==> src/rtl/phy_param_pkg.sv <==
package phy_param_pkg;

  localparam int unsigned WORD_W      = 32;
  localparam int unsigned BYTE_W      = 8;
  localparam int unsigned OFS_CFG0    = 0;
  localparam int unsigned OFS_CFG1    = 4;
  localparam int unsigned BIT_DSTB    = 29;
  localparam int unsigned BIT_ASTB    = 28;
  localparam int unsigned FIELD_LSB   = 16;

  typedef struct packed {
    logic                  adr_rise;
    logic                  dat_rise;
    logic [BYTE_W-1:0]     byte_val;
    logic [11:0]           adr_val;
  } mbox_evt_t;

endpackage

==> src/rtl/cfg_word_regs.sv <==
module cfg_word_regs
  import phy_param_pkg::*;
#(
  parameter int unsigned ADDR_W = 4
) (
  input  logic              clk,
  input  logic              rst_n,
  input  logic [ADDR_W-1:0] bus_addr,
  input  logic              bus_wr,
  input  logic [WORD_W-1:0] bus_wdata,
  output logic [WORD_W-1:0] bus_rdata,
  output logic [WORD_W-1:0] cfg0_q,
  output logic [WORD_W-1:0] cfg1_q,
  output mbox_evt_t         evt
);

  logic              sel0, sel1;
  logic              en0, en1;
  logic [WORD_W-1:0] cfg0_d, cfg1_d;

  always_comb begin
    sel0 = (bus_addr == ADDR_W'(OFS_CFG0));
    sel1 = (bus_addr == ADDR_W'(OFS_CFG1));
    en0  = bus_wr && sel0;
    en1  = bus_wr && sel1;
    cfg0_d = cfg0_q;
    cfg1_d = cfg1_q;
    if (en0) cfg0_d = bus_wdata;
    if (en1) cfg1_d = bus_wdata;
  end

  always_comb begin
    evt.adr_rise = en1 && bus_wdata[BIT_ASTB] && !cfg1_q[BIT_ASTB];
    evt.dat_rise = en1 && bus_wdata[BIT_DSTB] && !cfg1_q[BIT_DSTB];
    evt.byte_val = bus_wdata[FIELD_LSB +: BYTE_W];
    evt.adr_val  = bus_wdata[FIELD_LSB +: 12];
  end

  always_comb begin
    if (sel0)      bus_rdata = cfg0_q;
    else if (sel1) bus_rdata = cfg1_q;
    else           bus_rdata = '0;
  end

  always_ff @(posedge clk or negedge rst_n) begin
    if (!rst_n) begin
      cfg0_q <= '0;
      cfg1_q <= '0;
    end else begin
      if (en0) cfg0_q <= cfg0_d;
      if (en1) cfg1_q <= cfg1_d;
    end
  end

  // word 1 moves only on a write to its own offset
  a_r3_cfg1_hold: assert property (@(posedge clk) disable iff (!rst_n)
    !(bus_wr && bus_addr == ADDR_W'(OFS_CFG1)) |=> $stable(cfg1_q));

  // a write to word 1 is visible in full on the next cycle
  a_r2_cfg1_load: assert property (@(posedge clk) disable iff (!rst_n)
    (bus_wr && bus_addr == ADDR_W'(OFS_CFG1)) |=> cfg1_q == $past(bus_wdata));

  // word 0 moves only on a write to its own offset
  a_r3_cfg0_hold: assert property (@(posedge clk) disable iff (!rst_n)
    !(bus_wr && bus_addr == ADDR_W'(OFS_CFG0)) |=> $stable(cfg0_q));

endmodule

==> src/rtl/strobe_seq.sv <==
module strobe_seq
  import phy_param_pkg::*;
#(
  parameter int unsigned IDX_W = 4
) (
  input  logic             clk,
  input  logic             rst_n,
  input  mbox_evt_t        evt,
  output logic             commit,
  output logic [IDX_W-1:0] commit_idx,
  output logic             idx_valid_q
);

  logic [IDX_W-1:0] idx_q, idx_d;
  logic             valid_d;

  always_comb begin
    idx_d   = idx_q;
    valid_d = idx_valid_q;
    if (evt.adr_rise) begin
      idx_d   = evt.adr_val[IDX_W-1:0];
      valid_d = 1'b1;
    end
    commit     = evt.dat_rise && valid_d;
    commit_idx = idx_d;
  end

  always_ff @(posedge clk or negedge rst_n) begin
    if (!rst_n) begin
      idx_q       <= '0;
      idx_valid_q <= 1'b0;
    end else if (evt.adr_rise) begin
      idx_q       <= idx_d;
      idx_valid_q <= valid_d;
    end
  end

  // the index follows the low address bits of the word that raised the strobe
  a_r4_latch: assert property (@(posedge clk) disable iff (!rst_n)
    evt.adr_rise |=> idx_q == $past(evt.adr_val[IDX_W-1:0]));

  // the index holds until the next address edge
  a_r9_hold_idx: assert property (@(posedge clk) disable iff (!rst_n)
    !evt.adr_rise |=> $stable(idx_q));

  // no address edge yet means no commit
  a_r7_no_index: assert property (@(posedge clk) disable iff (!rst_n)
    (!idx_valid_q && !evt.adr_rise) |-> !commit);

endmodule

==> src/rtl/param_bank.sv <==
module param_bank
  import phy_param_pkg::*;
#(
  parameter int unsigned NREG = 16
) (
  input  logic                     clk,
  input  logic                     rst_n,
  input  logic                     wr_en,
  input  logic [$clog2(NREG)-1:0]  wr_idx,
  input  logic [BYTE_W-1:0]        wr_byte,
  output logic [NREG*BYTE_W-1:0]   bank_flat
);

  localparam int unsigned IDX_W = $clog2(NREG);

  for (genvar i = 0; i < NREG; i++) begin : g_reg
    logic              hit;
    logic [BYTE_W-1:0] q, d;

    always_comb begin
      hit = wr_en && (wr_idx == IDX_W'(i));
      d   = hit ? wr_byte : q;
    end

    always_ff @(posedge clk or negedge rst_n) begin
      if (!rst_n)   q <= '0;
      else if (hit) q <= d;
    end

    assign bank_flat[i*BYTE_W +: BYTE_W] = q;
  end

endmodule

==> src/rtl/phy_param_port.sv <==
module phy_param_port
  import phy_param_pkg::*;
#(
  parameter int unsigned ADDR_W = 4,
  parameter int unsigned NREG   = 16
) (
  input  logic                   clk,
  input  logic                   rst_n,
  input  logic [ADDR_W-1:0]      bus_addr,
  input  logic                   bus_wr,
  input  logic [31:0]            bus_wdata,
  output logic [31:0]            bus_rdata,
  output logic [31:0]            cfg0_o,
  output logic [31:0]            cfg1_o,
  output logic [NREG*8-1:0]      bank_o
);

  localparam int unsigned IDX_W = $clog2(NREG);

  mbox_evt_t        evt;
  logic             commit;
  logic [IDX_W-1:0] commit_idx;
  logic             idx_valid;

  cfg_word_regs #(.ADDR_W(ADDR_W)) u_cfg (
    .clk       (clk),
    .rst_n     (rst_n),
    .bus_addr  (bus_addr),
    .bus_wr    (bus_wr),
    .bus_wdata (bus_wdata),
    .bus_rdata (bus_rdata),
    .cfg0_q    (cfg0_o),
    .cfg1_q    (cfg1_o),
    .evt       (evt)
  );

  strobe_seq #(.IDX_W(IDX_W)) u_seq (
    .clk         (clk),
    .rst_n       (rst_n),
    .evt         (evt),
    .commit      (commit),
    .commit_idx  (commit_idx),
    .idx_valid_q (idx_valid)
  );

  param_bank #(.NREG(NREG)) u_bank (
    .clk       (clk),
    .rst_n     (rst_n),
    .wr_en     (commit),
    .wr_idx    (commit_idx),
    .wr_byte   (evt.byte_val),
    .bank_flat (bank_o)
  );

  // without a data edge the bank keeps its contents
  a_r6_bank_stable: assert property (@(posedge clk) disable iff (!rst_n)
    !evt.dat_rise |=> $stable(bank_o));

  // a data edge with no index ever latched leaves the bank unchanged
  a_r7_bank_stable: assert property (@(posedge clk) disable iff (!rst_n)
    (evt.dat_rise && !evt.adr_rise && !idx_valid) |=> $stable(bank_o));

  // writes to word 0 start no phase
  a_r10_cfg0_no_evt: assert property (@(posedge clk) disable iff (!rst_n)
    (bus_wr && bus_addr == ADDR_W'(OFS_CFG0)) |-> !(evt.adr_rise || evt.dat_rise));

endmodule

==> config.mk <==
export PLATFORM = sky130hd
export DESIGN_NAME = phy_param_port
export DESIGN_NICKNAME = d
export VERILOG_FILES = /design/src/rtl/phy_param_pkg.sv /design/src/rtl/cfg_word_regs.sv /design/src/rtl/strobe_seq.sv /design/src/rtl/param_bank.sv /design/src/rtl/phy_param_port.sv
export SDC_FILE = /design/constraint.sdc
export NUM_CORES = 1
export LEC_CHECK = 0
export BUFFER_PORTS_ARGS = -buffer_cell sky130_fd_sc_hd__buf_2
export CAP_MARGIN = 20
export CORE_UTILIZATION = 45
export CTS_BUF_LIST = sky130_fd_sc_hd__clkbuf_8 sky130_fd_sc_hd__clkbuf_16
export DETAILED_ROUTE_END_ITERATION = 12
export PLACE_DENSITY_LB_ADDON = 0.1
export SETUP_SLACK_MARGIN = 0.1
export SYNTH_ARGS = -nofsm -noshare
export SYNTH_HDL_FRONTEND = slang
export SYNTH_SLANG_ARGS = --single-unit
==> constraint.sdc <==
create_clock -name clk -period 6.4 [get_ports clk]
set_input_delay 1.28 -clock clk [delete_from_list [all_inputs] [get_ports clk]]
set_output_delay 1.28 -clock clk [all_outputs]
set_load 0.01 [all_outputs]
==> key figures <==
Layout
  – Most common cell after layout, fill and taps aside: buf_2
  – Area growth, synth to finish: 26.6%
  – Final #Nets: 813
  – Share of layout cells above drive strength 1: 62.1%
  – Final Core Density: roughly three fifths
  – Most frequent cells in the layout: 261 x buf_2, 197 x dfrtp_1, 178 x mux2_2

STA
  – Tightest Pin Transition: 0.946 ns
  – Fin Clk Skew: 0.00793 ns
  – Endpoints failing hold: 0
  – Final hold slack: 0.491 ns
  – Setup-failing EPs final: 0
  – Worst relative slew slack: 36.7%
  – Fmax: 0.268 GHz
  – RSZ-0062 raised after global routing: no
  – Max-slew violation count: 0
  – Final period util: 58.4%
  – Setup TNS: 0 ns
  – Final min period: 3.74 ns

Synth
  – Ys flop type: dfrtp_1
  – EDFF count, synth: 0
  – Mapped Area: 0.00804 mm²
  – Register bit total from synthesis: 197
  – Syn nets: roughly 560
  – Async SR Flop Fraction: between 90% and 100%
  – Seq/Total Area, Yosys: 61.3%
  – Gate count of the mapped netlist: approximately 520
  – Syn avg cell area: 15.4 µm²
  – Yosys cell types: 36
  – Yosys warns: 0

Die
  – Std-Cell Rows: 48
  – Die H: 136 µm
  – CORE AREA: 0.0174 mm²
  – Starting Density: 46.3%
  – Die area: 0.0184 mm²
  – Ports: between 200 and 300
  – Die X: 136 µm

Global routing
  – Remaining global-route overflow: 0
  – Largest net degree at the start of global routing: 145
  – Global-route wire length before repair: 30.1 mm
  – Total GRT Usage: a little over a fifth
  – Vias in the first global route: 5391
  – Initial antenna violation count: 1

Routing
  – Routed len/inst: 19.7 µm
  – Remaining antenna violation count: 0
  – Iteration-0 DRC count of the detailed router: approximately 200
  – Total vias in the final route: 5427
  – Via density per instance: between 5 and 6
  – DRT Pass-1 Iters: 4
  – Post-route DRC: 0
  – Final WL: between 15 and 20 mm

Clock network
  – Clk_lat worst skew: ~0.42 ns
  – CTS tree: done
  – Cts bufs inserted: 17
  – CTS max path bufs: 2
  – CTS root buf: clkbuf_16
  – H-tree lvl count: 4
  – Post-CTS Resized: 0
  – CTS clk-pin slew, worst paths: 0.07 ns
  – Clock sinks: 197
  – Post-CTS setup buffer count: 0
  – # hold bufs at CTS: 0

Setup path
  – R2R Path Start: u_cfg.cfg1_q[28]
  – Critical R2R Capture: u_bank.g_reg[13].q[7]
  – Critical Path RT: 5.12 ns
  – Worst-path fanout max: 36
  – Arrival time at the worst endpoint: 2.46 ns
  – Worst reg2reg setup slack: 3.45 ns
  – Start point of the critical path: bus_addr[3]
  – Critical path capture point: bus_rdata[23]
  – Worst setup EP type: output port
  – Critical path type: input port to output port
  – Critical path launch point type: input port
  – Worst R2R Path Depth: 5

Placement
  – Gpl congestion: 0.779
  – IO buf count: around 260
  – Hpwl dp: 13.7 mm

Power and ir drop
  – Worst VDD drop: 200 µV
  – Power Dens Cells: 292 mW/mm²
  – Leakage: 5.56 nW

Run
  – Max-Cap Viols: 0

Worst hold path
  – Type of the worst min-delay path: register to register

Status
  – Status: complete, no violations
layer usage:
metal	GRT usage, %	share of wire, %	wire length (µm)	up-vias
met5	0	0	0	-
met4	8.74	2.1	412	0
met3	6.14	6.5	1300	31
met2	35.5	49	9720	191
met1	27.9	43	8500	2788
li1	-	-	-	2417
worst min path at each step:
| stage | startpoint | to | slack (ns) | cells past startpoint |
|---|---|---|---|---|
| detailed placement | u_bank.g_reg[5].q[3] | u_bank.g_reg[5].q[3] | 0.48 | 1 |
| global placement | u_bank.g_reg[5].q[0] | u_bank.g_reg[5].q[0] | 0.47 | 1 |
| floorplan | u_seq.idx_valid_q | u_seq.idx_valid_q | 0.48 | 1 |
| finish | u_bank.g_reg[5].q[3] | u_bank.g_reg[5].q[3] | 0.49 | 1 |
| global route | u_bank.g_reg[5].q[3] | u_bank.g_reg[5].q[3] | 0.51 | 1 |
| CTS | u_bank.g_reg[5].q[3] | u_bank.g_reg[5].q[3] | 0.50 | 1 |
report_power, final:
part | switching, mW | internal, mW
Sequential | 0.101 | 1.36
Clock | 0.453 | 0.623
Combinational | 0.229 | 0.198
worst max-delay path, cell delays in order:
cell and delay (ns):
buf_2 0.12, nor4b_4 0.27, buf_4 0.40, a22o_1 0.21, buf_2 0.15
kinds of logic after synthesis:
logic type | after synthesis | share of synthesized area [%]
muxes | 195 | 27.3
and+or+nand+nor | 39 | 3.94
DFF | 197 | 61.3
AOI/OAI and AO/OA | 51 | 5.49
buffers and inverters | 40 | 1.96
flip-flops by register name, indices dropped and copies added, names as in the netlist:
name               count
u_bank.g.q           128
u_cfg.cfg0_q          32
u_cfg.cfg1_q          32
u_seq.idx_q            4
u_seq.idx_valid_q      1
layout make-up:
cell class / instances / area (µm²)
flip-flops and latches: 197 / 4930
well taps: 225 / 282
clock inverters: 14 / 161
diodes: 1 / 2.50
inverters: 5 / 18.8
repair buffers: 268 / 1390
clock buffers: 18 / 439
multi-input cells: 285 / 2960
fillers: 1468 / 7180
cell usage after synthesis, types with 2 or more instances:
| master | instances | area share [%] |
|---|---|---|
| nand2_1 | 5 | 0.23 |
| buf_2 | 5 | 0.31 |
| o32a_1 | 4 | 0.50 |
| nand2b_1 | 4 | 0.31 |
| nor2b_1 | 2 | 0.16 |
| mux2_1 | 16 | 2.2 |
| or3_1 | 5 | 0.39 |
| o211ai_1 | 2 | 0.19 |
| nor4bb_1 | 3 | 0.37 |
| dfrtp_1 | 197 | 61 |
| nor3_2 | 5 | 0.62 |
| inv_1 | 5 | 0.23 |
| o21ai_0 | 4 | 0.25 |
| nor4_1 | 2 | 0.16 |
| a22o_1 | 32 | 3.5 |
| nand3_1 | 2 | 0.12 |
| clkbuf_1 | 29 | 1.4 |
| a31oi_1 | 4 | 0.31 |
| nor4_4 | 2 | 0.53 |
| mux2_2 | 178 | 25 |
through the flow:
step / instances / total power [mW] / cell area (µm²) / worst slack [ns]
finish: 1013 / 2.97 / 10200 / 2.66
global route: 1013 / 3.09 / 10200 / 2.57
floorplan: 522 / 1.69 / 8040 / 2.73
detailed placement: 979 / 1.92 / 9550 / 2.24
global placement: 978 / 1.90 / 9540 / 2.33
CTS: 1011 / 3.00 / 10100 / 2.68
(Power assumes the default switching activity.)
